`src/rtl/sram_ctl_pkg.sv`:
```
package sram_ctl_pkg;

    localparam int LANE_W = 8;
    localparam int LANES  = 2;
    localparam int DATA_W = LANE_W * LANES;

    typedef enum logic [2:0] {
        ST_IDLE,
        ST_HOLD,
        ST_READ,
        ST_PRE,
        ST_PULSE,
        ST_CLOSE
    } phase_t;

    typedef struct packed {
        logic             write;
        logic [LANES-1:0] mask;
    } op_t;

    typedef struct packed {
        logic ce_n;
        logic we_n;
        logic oe_n;
        logic lo_n;
        logic hi_n;
        logic drive;
    } pins_t;

    localparam pins_t PINS_IDLE = '{ce_n: 1'b1, we_n: 1'b1, oe_n: 1'b1,
                                    lo_n: 1'b1, hi_n: 1'b1, drive: 1'b0};

    // Strobe pattern for the phase the sequencer is entering.
    function automatic pins_t pins_for(phase_t ph, logic [LANES-1:0] mask);
        pins_t p;
        p = PINS_IDLE;
        if (ph == ST_READ || ph == ST_PRE || ph == ST_PULSE) begin
            p.ce_n = 1'b0;
            p.lo_n = ~mask[0];
            p.hi_n = ~mask[1];
        end
        case (ph)
            ST_READ:  p.oe_n  = 1'b0;
            ST_PRE:   p.drive = 1'b1;
            ST_PULSE: begin
                p.drive = 1'b1;
                p.we_n  = 1'b0;
            end
            default: ;
        endcase
        return p;
    endfunction

endpackage

```
`src/rtl/sram_ctl_guard.sv`:
```
// Bus ownership tracker: tells the sequencer when the shared data bus is
// safe for the memory to drive (read) or for the controller to drive (write).
module sram_ctl_guard #(
    parameter int TURN = 3
) (
    input  logic clk,
    input  logic rst,
    input  logic oe_n,
    input  logic drive,
    output logic rd_clear,
    output logic wr_clear
);
    localparam int TW = $clog2(TURN + 2);

    logic [TW-1:0] oe_hi_q;
    logic          quiet_q;

    always_ff @(posedge clk) begin
        if (rst) begin
            oe_hi_q <= TW'(TURN);
            quiet_q <= 1'b1;
        end else begin
            if (!oe_n)
                oe_hi_q <= '0;
            else if (oe_hi_q < TW'(TURN))
                oe_hi_q <= oe_hi_q + 1'b1;
            quiet_q <= ~drive;
        end
    end

    assign wr_clear = oe_n && (oe_hi_q >= TW'(TURN));
    assign rd_clear = quiet_q && !drive;
endmodule

```
`src/rtl/sram_ctl_seq.sv`:
```
// Access sequencer: accepts one request, walks the strobe phases and
// registers the strobe pattern for each phase.
module sram_ctl_seq
    import sram_ctl_pkg::*;
#(
    parameter int AW      = 17,
    parameter int RD_WAIT = 7,
    parameter int WE_LOW  = 5,
    parameter int SETUP   = 3
) (
    input  logic              clk,
    input  logic              rst,
    input  logic              req_valid,
    input  logic              req_write,
    input  logic [AW-1:0]     req_addr,
    input  logic [DATA_W-1:0] req_wdata,
    input  logic [LANES-1:0]  req_mask,
    input  logic              rd_clear,
    input  logic              wr_clear,
    output logic              req_ready,
    output pins_t             pins_q,
    output logic [AW-1:0]     addr_q,
    output logic [DATA_W-1:0] wdata_q,
    output logic [LANES-1:0]  mask_q,
    output logic              cap_read,
    output logic              null_read
);
    // Cycles of data drive before write enable falls.
    localparam int PRE  = (SETUP > WE_LOW) ? (SETUP - WE_LOW) : 1;
    localparam int MAXA = (RD_WAIT > WE_LOW) ? RD_WAIT : WE_LOW;
    localparam int MAXC = (MAXA > PRE) ? MAXA : PRE;
    localparam int CW   = $clog2(MAXC + 1);

    phase_t        ph_q, ph_d;
    logic [CW-1:0] cnt_q, cnt_d;
    op_t           op_q, op_d, go_op;
    logic          accept, go_clear;

    assign accept    = req_valid && (ph_q == ST_IDLE);
    assign req_ready = (ph_q == ST_IDLE);
    assign go_op     = (ph_q == ST_IDLE) ? '{write: req_write, mask: req_mask} : op_q;
    assign go_clear  = go_op.write ? wr_clear : rd_clear;

    always_comb begin
        ph_d      = ph_q;
        op_d      = op_q;
        cnt_d     = (cnt_q != '0) ? cnt_q - 1'b1 : '0;
        cap_read  = 1'b0;
        null_read = 1'b0;
        case (ph_q)
            ST_IDLE, ST_HOLD: begin
                if (ph_q == ST_HOLD || req_valid) begin
                    op_d = go_op;
                    if (go_op.mask == '0) begin
                        ph_d      = ST_CLOSE;
                        null_read = ~go_op.write;
                    end else if (go_clear) begin
                        ph_d  = go_op.write ? ST_PRE : ST_READ;
                        cnt_d = go_op.write ? CW'(PRE - 1) : CW'(RD_WAIT - 1);
                    end else begin
                        ph_d = ST_HOLD;
                    end
                end
            end
            ST_READ: begin
                if (cnt_q == '0) begin
                    ph_d     = ST_CLOSE;
                    cap_read = 1'b1;
                end
            end
            ST_PRE: begin
                if (cnt_q == '0) begin
                    ph_d  = ST_PULSE;
                    cnt_d = CW'(WE_LOW - 1);
                end
            end
            ST_PULSE: begin
                if (cnt_q == '0)
                    ph_d = ST_CLOSE;
            end
            ST_CLOSE: ph_d = ST_IDLE;
            default:  ph_d = ST_IDLE;
        endcase
    end

    always_ff @(posedge clk) begin
        if (rst) begin
            ph_q    <= ST_IDLE;
            cnt_q   <= '0;
            op_q    <= '0;
            pins_q  <= PINS_IDLE;
            addr_q  <= '0;
            wdata_q <= '0;
        end else begin
            ph_q   <= ph_d;
            cnt_q  <= cnt_d;
            op_q   <= op_d;
            pins_q <= pins_for(ph_d, op_d.mask);
            if (accept) begin
                addr_q  <= req_addr;
                wdata_q <= req_wdata;
            end
        end
    end

    assign mask_q = op_q.mask;
endmodule

```
`src/rtl/sram_ctl_capture.sv`:
```
// Read data register: keeps the selected lanes, zeroes the rest.
module sram_ctl_capture
    import sram_ctl_pkg::*;
(
    input  logic              clk,
    input  logic              rst,
    input  logic              cap_read,
    input  logic              null_read,
    input  logic [LANES-1:0]  mask,
    input  logic [DATA_W-1:0] dq_in,
    output logic              rsp_valid,
    output logic [DATA_W-1:0] rsp_rdata
);
    logic [DATA_W-1:0] kept;

    for (genvar l = 0; l < LANES; l++) begin : g_lane
        assign kept[l*LANE_W +: LANE_W] = mask[l] ? dq_in[l*LANE_W +: LANE_W] : '0;
    end

    always_ff @(posedge clk) begin
        if (rst) begin
            rsp_valid <= 1'b0;
            rsp_rdata <= '0;
        end else begin
            rsp_valid <= cap_read | null_read;
            if (cap_read)
                rsp_rdata <= kept;
            else if (null_read)
                rsp_rdata <= '0;
        end
    end
endmodule

```
`src/rtl/sram_ctl.sv`:
```
module sram_ctl
    import sram_ctl_pkg::*;
#(
    parameter int AW      = 17,
    parameter int RD_WAIT = 7,
    parameter int WE_LOW  = 5,
    parameter int SETUP   = 3,
    parameter int TURN    = 3
) (
    input  logic              clk,
    input  logic              rst,
    input  logic              req_valid,
    output logic              req_ready,
    input  logic              req_write,
    input  logic [AW-1:0]     req_addr,
    input  logic [DATA_W-1:0] req_wdata,
    input  logic [LANES-1:0]  req_mask,
    output logic              rsp_valid,
    output logic [DATA_W-1:0] rsp_rdata,
    output logic [AW-1:0]     mem_addr,
    output logic              mem_ce_n,
    output logic              mem_we_n,
    output logic              mem_oe_n,
    output logic              mem_lane_lo_n,
    output logic              mem_lane_hi_n,
    output logic [DATA_W-1:0] mem_dq_out,
    output logic              mem_dq_oe,
    input  logic [DATA_W-1:0] mem_dq_in
);
    pins_t            pins;
    logic             rd_clear, wr_clear, cap_read, null_read;
    logic [LANES-1:0] mask_q;

    sram_ctl_seq #(
        .AW(AW), .RD_WAIT(RD_WAIT), .WE_LOW(WE_LOW), .SETUP(SETUP)
    ) u_seq (
        .clk(clk), .rst(rst),
        .req_valid(req_valid), .req_write(req_write), .req_addr(req_addr),
        .req_wdata(req_wdata), .req_mask(req_mask),
        .rd_clear(rd_clear), .wr_clear(wr_clear),
        .req_ready(req_ready), .pins_q(pins), .addr_q(mem_addr),
        .wdata_q(mem_dq_out), .mask_q(mask_q),
        .cap_read(cap_read), .null_read(null_read)
    );

    sram_ctl_guard #(.TURN(TURN)) u_guard (
        .clk(clk), .rst(rst),
        .oe_n(pins.oe_n), .drive(pins.drive),
        .rd_clear(rd_clear), .wr_clear(wr_clear)
    );

    sram_ctl_capture u_cap (
        .clk(clk), .rst(rst),
        .cap_read(cap_read), .null_read(null_read),
        .mask(mask_q), .dq_in(mem_dq_in),
        .rsp_valid(rsp_valid), .rsp_rdata(rsp_rdata)
    );

    assign mem_ce_n      = pins.ce_n;
    assign mem_we_n      = pins.we_n;
    assign mem_oe_n      = pins.oe_n;
    assign mem_lane_lo_n = pins.lo_n;
    assign mem_lane_hi_n = pins.hi_n;
    assign mem_dq_oe     = pins.drive;
endmodule

```
`config.mk`:
```
export PLATFORM = sky130hd
export DESIGN_NAME = sram_ctl
export DESIGN_NICKNAME = d
export VERILOG_FILES = /design/src/rtl/sram_ctl_pkg.sv /design/src/rtl/sram_ctl_guard.sv /design/src/rtl/sram_ctl_seq.sv /design/src/rtl/sram_ctl_capture.sv /design/src/rtl/sram_ctl.sv
export SDC_FILE = /design/constraint.sdc
export NUM_CORES = 1
export LEC_CHECK = 0
export BUFFER_PORTS_ARGS = -buffer_cell sky130_fd_sc_hd__buf_2
export CAP_MARGIN = 10
export CORE_AREA = 2 2 86 88
export CTS_BUF_LIST = sky130_fd_sc_hd__clkbuf_8
export DETAILED_ROUTE_END_ITERATION = 7
export DIE_AREA = 0 0 88 90
export PLACE_DENSITY = 0.71
export SLEW_MARGIN = 5
export SYNTH_ARGS = -nofsm -noshare
export SYNTH_HDL_FRONTEND = slang
export SYNTH_HIERARCHICAL = 1
export SYNTH_SLANG_ARGS = --single-unit
```
`constraint.sdc`:
```
create_clock -name clk -period 2.05 [get_ports clk]
set_input_delay 0.1025 -clock clk [delete_from_list [all_inputs] [get_ports clk]]
set_output_delay 0.1025 -clock clk [all_outputs]
set_load 0.05 [all_outputs]
```
# == Word-level counts from Yosys, hierarchy flattened ==
# Index checks and enable logic that the tools add are counted.
# totals
elab_cells,87
regBits,69
input_bits,55
output_inout_bits,57
# op_classes
muxes,33
add_sub_neg,2
eq_ne,8
n_lt_le_gt_ge,2
reduce_logical,18
bitwise,7
# ops
op,count
$mux 3,12
$mux 16,2
$mux 8,2
$eq 3x2->1 const B,4
$mux 1,11
$reduce_or 2->1,5
$pmux 3 s3,1
$mux 2,4
$eq 3x3->1 const B,2
$logic_not 3->1,2
$not 1->1,6
$pmux 3 s2,1
$add 3x1->3 const B,1
$eq 3x1->1 const B,1
$ge 3x2->1 const B,1
$logic_and 1x1->1,3
$logic_or 1x1->1,3
$lt 3x2->1 const B,1
$reduce_bool 3->1,1
$sub 3x1->3 const B,1
$logic_not 2->1,1
$ne 2x1->1 const B,1
$reduce_and 2->1,1
$reduce_bool 2->1,1
other kinds (2),2

# == Longest topological paths before layout ==
# depth
ltp_word,12
ltp_mapped,9
mapped_depth_nobuf,9

# == By module ==
# The synthesis kept the hierarchy.
# modules_own_cells
mod,n_inst,seq_area_each_um2,cells_per_inst,area_per_inst_um2
sram_ctl_seq,1,960.9,225,1828.0
sram_ctl_capture,1,340.3,75,685.7
sram_ctl_guard,1,80.1,20,197.7

# == Least setup slack after synthesis ==
# Ideal clock, no wire load.
# synth_timing
path_kind,register to register
from,register u_seq.ph_q[2]
to,register u_cap.rsp_rdata[1]
path_slack_ns,-0.293
arrival_ns,2.273
stages_incl_launch_ff,7
n_path_buf,1
period_less_slack_ns,2.343
t_required_ns,1.980
setup_ns,0.070
cell_sequence,dfxtp_1 nor3_2 mux2i_1 and3_1 buf_2 or3b_1 a21oi_1
# synth_via
elab_chain_cells,7
elab_cells_between_ends,14
cone_classes,eq/ne (2); mux (6); bitwise (1); reduce/logical (5)
# synth_lines
element,line,text
from (decl),sram_ctl_seq.sv:34,"phase_t ph_q, ph_d;"
from (signal assigned),sram_ctl_seq.sv:95,ph_q <= ph_d;
$logic_not 3->1 *,-,
via req_ready,sram_ctl.sv:13,"output logic req_ready,"
$mux 3,sram_ctl_seq.sv:41,"assign go_op = (ph_q == ST_IDLE) ? '{write: req_write, mask: req_mask} : op_q;"
$logic_not 2->1 / $not 1->1 (equally long branches),"sram_ctl_seq.sv:54, sram_ctl_seq.sv:56",
$mux 1,sram_ctl_seq.sv:54,if (go_op.mask == '0) begin
$mux 1,sram_ctl_seq.sv:52,if (ph_q == ST_HOLD || req_valid) begin
$mux 1 *,sram_ctl_seq.sv:50,case (ph_q)
via null_read,sram_ctl.sv:31,"logic rd_clear, wr_clear, cap_read, null_read;"
$reduce_bool 2->1 (no source line) *,-,
to (signal assigned),sram_ctl_capture.sv:27,rsp_rdata <= kept;
to (decl),sram_ctl_capture.sv:12,output logic [DATA_W-1:0] rsp_rdata
# The timed path passes the listed nets; every way through them passes the cells marked *.
# A chain may end at the register's enable or synchronous reset.

# == Worst setup path in the final report ==
# layout_timing
from,register u_guard.oe_hi_q[1]
to,register u_seq.cnt_q[2]
# layout_via
elab_chain_cells,7
# layout_lines
element,line,text
from (decl),sram_ctl_guard.sv:15,logic [TW-1:0] oe_hi_q;
from (signal assigned),sram_ctl_guard.sv:20,oe_hi_q <= TW'(TURN);
from (signal assigned),sram_ctl_guard.sv:26,oe_hi_q <= oe_hi_q + 1'b1;
$ge 3x2->1,sram_ctl_guard.sv:31,assign wr_clear = oe_n && (oe_hi_q >= TW'(TURN));
$logic_and 1x1->1,sram_ctl_guard.sv:31,
via wr_clear,sram_ctl.sv:31,
$mux 1,sram_ctl_seq.sv:42,assign go_clear = go_op.write ? wr_clear : rd_clear;
$mux 3,sram_ctl_seq.sv:57,end else if (go_clear) begin
$mux 3,sram_ctl_seq.sv:54,
$mux 3,sram_ctl_seq.sv:52,
$pmux 3 s2,sram_ctl_seq.sv:50,
to (signal assigned),sram_ctl_seq.sv:96,cnt_q <= cnt_d;
to (decl),sram_ctl_seq.sv:35,"logic [CW-1:0] cnt_q, cnt_d;"
# The timed path passes the listed nets, and every way through them passes these cells.

==> impl_metrics.toml <==
[place]
dp_cells = 523
pre_cts_ws_ps = -46.9
io_buffers = 111
gp_congestion = 0.839
hpwl_um = 4670

[logic_synthesis]
syn_nets = 377
yosysMostFrequentCell = "nand2_1"
synth_top_area_cell = "dfxtp_1"
yosys_warnings = 6
synth_top_area_share_pct = 50.9
yosysSeqAreaShare_pct = 50.9
synthTopCellsByArea = "dfxtp_1 (51%), nand2_1 (10%), a21oi_1 (9.8%)"
yosys_most_used_dff = "dfxtp_1"
synthCells = 320
synth.distinct_cells = 41
synth_seq_cells = 69
synthesis.area_um2 = 2710
avgSynthCellArea_um2 = 8.47
synth-edff-count = 0
ys_async_sr_fraction_pct = 0
synth_common_cells = "nand2_1 (75), dfxtp_1 (69), a21oi_1 (53)"

[drt]
vias = 2750
routed_wirelength_um = 7240
post_drt_wl_per_cell_um = 12.7
ant_nets = 0
viasPerCell = 4.83
drc = 0
drtIter0Drc = 102
dr.pass1.iters = 4

[setup_path]
path_max_fanout = 2
r2r_start = "u_guard/oe_hi_q[1]$_SDFFE_PP1P_"
r2r_end = "u_seq/cnt_q[2]$_SDFF_PP0_"
cp-end-kind = "flip-flop"
critical_path.startpoint_type = "flip-flop"
r2r_slack_ps = 20
cp.required_ps = 2300
arrival_ps = 2290
reg2regPathDepth = 9
critPathKind = "flip-flop to flip-flop"

[timing]
tightest_slew_ps = 909
rsz0062_at_grt = "true"
finalHoldViolCount = 0
slew_violations = 0
whs_ps = 12.3
max-slew-margin-rel_pct = 39.4
fin_crit_ps = 2030
setup_violations = 0
fin_crit_sh_pct = 99.2
fin_ws_ps = 16.8
fmax_mhz = 492
fin_skew_ps = 7.95

[power_and_ir_drop]
p_leak_nw = 1.73
p_per_area_nw_per_um2 = 1370
irDropWorstVdd_mv = 0.512
total_power_mw = 5.45

[final_layout]
finalNonFillerCells = 569
fin_nets = 522
diodes = 0
areaGrowthSynthToFinish_pct = 46.7
drive_gt1_share_pct = 34.3

[floorplan]
initial_core_util_pct = 38.6
die_x_um = 88
num_rows = 31
die_y_um = 90
io_pins = 112
die-area_um2 = 7920
core-area_um2 = 7020

[clocking]
numCtsBuffers = 9
clkSinkCount = 69
cts_tree = "built"
htree_levels = 3
path_clk_slew_ps = 70
root_buffer = "clkbuf_8"
clk_latency_ps = 330
clockBufferDepth = 2

[outcome]
status = "finished clean"

[global_routing]
grtUsageTotal_pct = 18.1
grt-ovfl-total = 0
grt_pass1_wl_um = 11600
antenna_found_initial = 0
grt_pass1_vias = 2559
grt_max_degree = 51

[min_path]
hold_end = "u_seq/addr_q[8]$_SDFFE_PP0P_"
hp-start = "req_addr[8]"
hold_class = "primary input to flip-flop"
hold_depth = 3

[job]
cap_violations = 0
[worst max-delay path, stage by stage (launching register included)]
cell      delay [ps]
dfxtp_2          340
ha_4             160
ha_4             150
a211oi_2         170
nor2b_2           80
mux2i_1          230
nor4bb_2         100
or2_4            240
or3b_4           360
a31oi_1          120
[cell families after synthesis]
group / Yosys count / share of synthesized area [%]
muxes: 4 / 1.48
buffers and inverters: 26 / 4.25
and+or+nand+nor: 153 / 28.8
DFF: 69 / 50.9
AOI/OAI and AO/OA: 66 / 13.6
adders and majority gates: 2 / 0.923
[routing by layer]
metal  share of wire (%)  track usage (%)
met3                 5.8             4.04
met2                  49             31.3
met5                   0                0
met4                 1.8             7.82
met1                  43             21.1
[power breakdown]
part / switching (mW) / internal [mW] / leakage [nW]
combinational: 1.70 / 0.929 / 1.08
clock: 0.513 / 0.505 / 0.0917
sequential: 0.179 / 1.62 / 0.563
[stage by stage]
stage	util, %	area [um2]	setup TNS [ps]
floorplan	-	2720	0
global placement	49.1	3440	-9.60
detailed placement	49.1	3440	-46.9
CTS	56.6	3970	-10.6
global route	56.6	3980	-116
finish	56.6	3980	0
[area by class of cell]
class,instances,area [um2]
clock inverters,5,33.8
flip-flops and latches,69,1390
clock buffers,11,151
multi-input cells,225,1260
fillers,634,3040
inverters,2,7.51
well taps,99,124
repair buffers,158,1010
[what timing repair did]
action / 4_1_cts / 5_1_grt
buffers inserted: 0 / 0
hold buffers: 30 / 0
setup endpoints to repair: 1 / 8
pin swaps: 6 / 2
gates resized for setup: 9 / 3
hold endpoints to repair: 30 / 0
[worst max path at each step]
stage                                          from                         endpoint  slack [ps]  cells past startpoint
detailed placement  u_guard/oe_hi_q[0]$_SDFFE_PP1P_        u_seq/cnt_q[2]$_SDFF_PP0_         -50                      9
global placement    u_guard/oe_hi_q[0]$_SDFFE_PP1P_        u_seq/cnt_q[2]$_SDFF_PP0_         -10                      9
finish              u_guard/oe_hi_q[1]$_SDFFE_PP1P_        u_seq/cnt_q[2]$_SDFF_PP0_          20                      9
CTS                 u_guard/oe_hi_q[1]$_SDFFE_PP1P_        u_seq/cnt_q[2]$_SDFF_PP0_         -10                      9
floorplan                  u_seq/ph_q[1]$_SDFF_PP0_  u_cap/rsp_rdata[1]$_SDFFE_PP0P_          10                      6
global route        u_guard/oe_hi_q[0]$_SDFFE_PP1P_        u_seq/cnt_q[2]$_SDFF_PP0_         -80                      9
[layout by cell type (no fill, tap or decap), types with 5 or more instances in the layout]
| cell type | n |
|---|---|
| dlygate4sd3_1 | 30 |
| buf_4 | 15 |
| nor2_1 | 13 |
| nor2b_1 | 5 |
| buf_2 | 111 |
| nand3_1 | 17 |
| clkbuf_8 | 11 |
| nand2_1 | 75 |
| a21oi_1 | 53 |
| or3b_1 | 13 |
| dfxtp_1 | 65 |
[sequential cells by signal (all words and copies together) (netlist names)]
name,cells
u_guard/quiet_q,1
u_seq/wdata_q,16
u_cap/rsp_valid,1
u_seq/mask_q,2
u_seq/op_q,1
u_seq/addr_q,17
u_seq/ph_q,3
u_seq/pins_q,6
u_seq/cnt_q,3
u_cap/rsp_rdata,16
u_guard/oe_hi_q,3
Note: power is estimated with default switching activity, not from simulation.
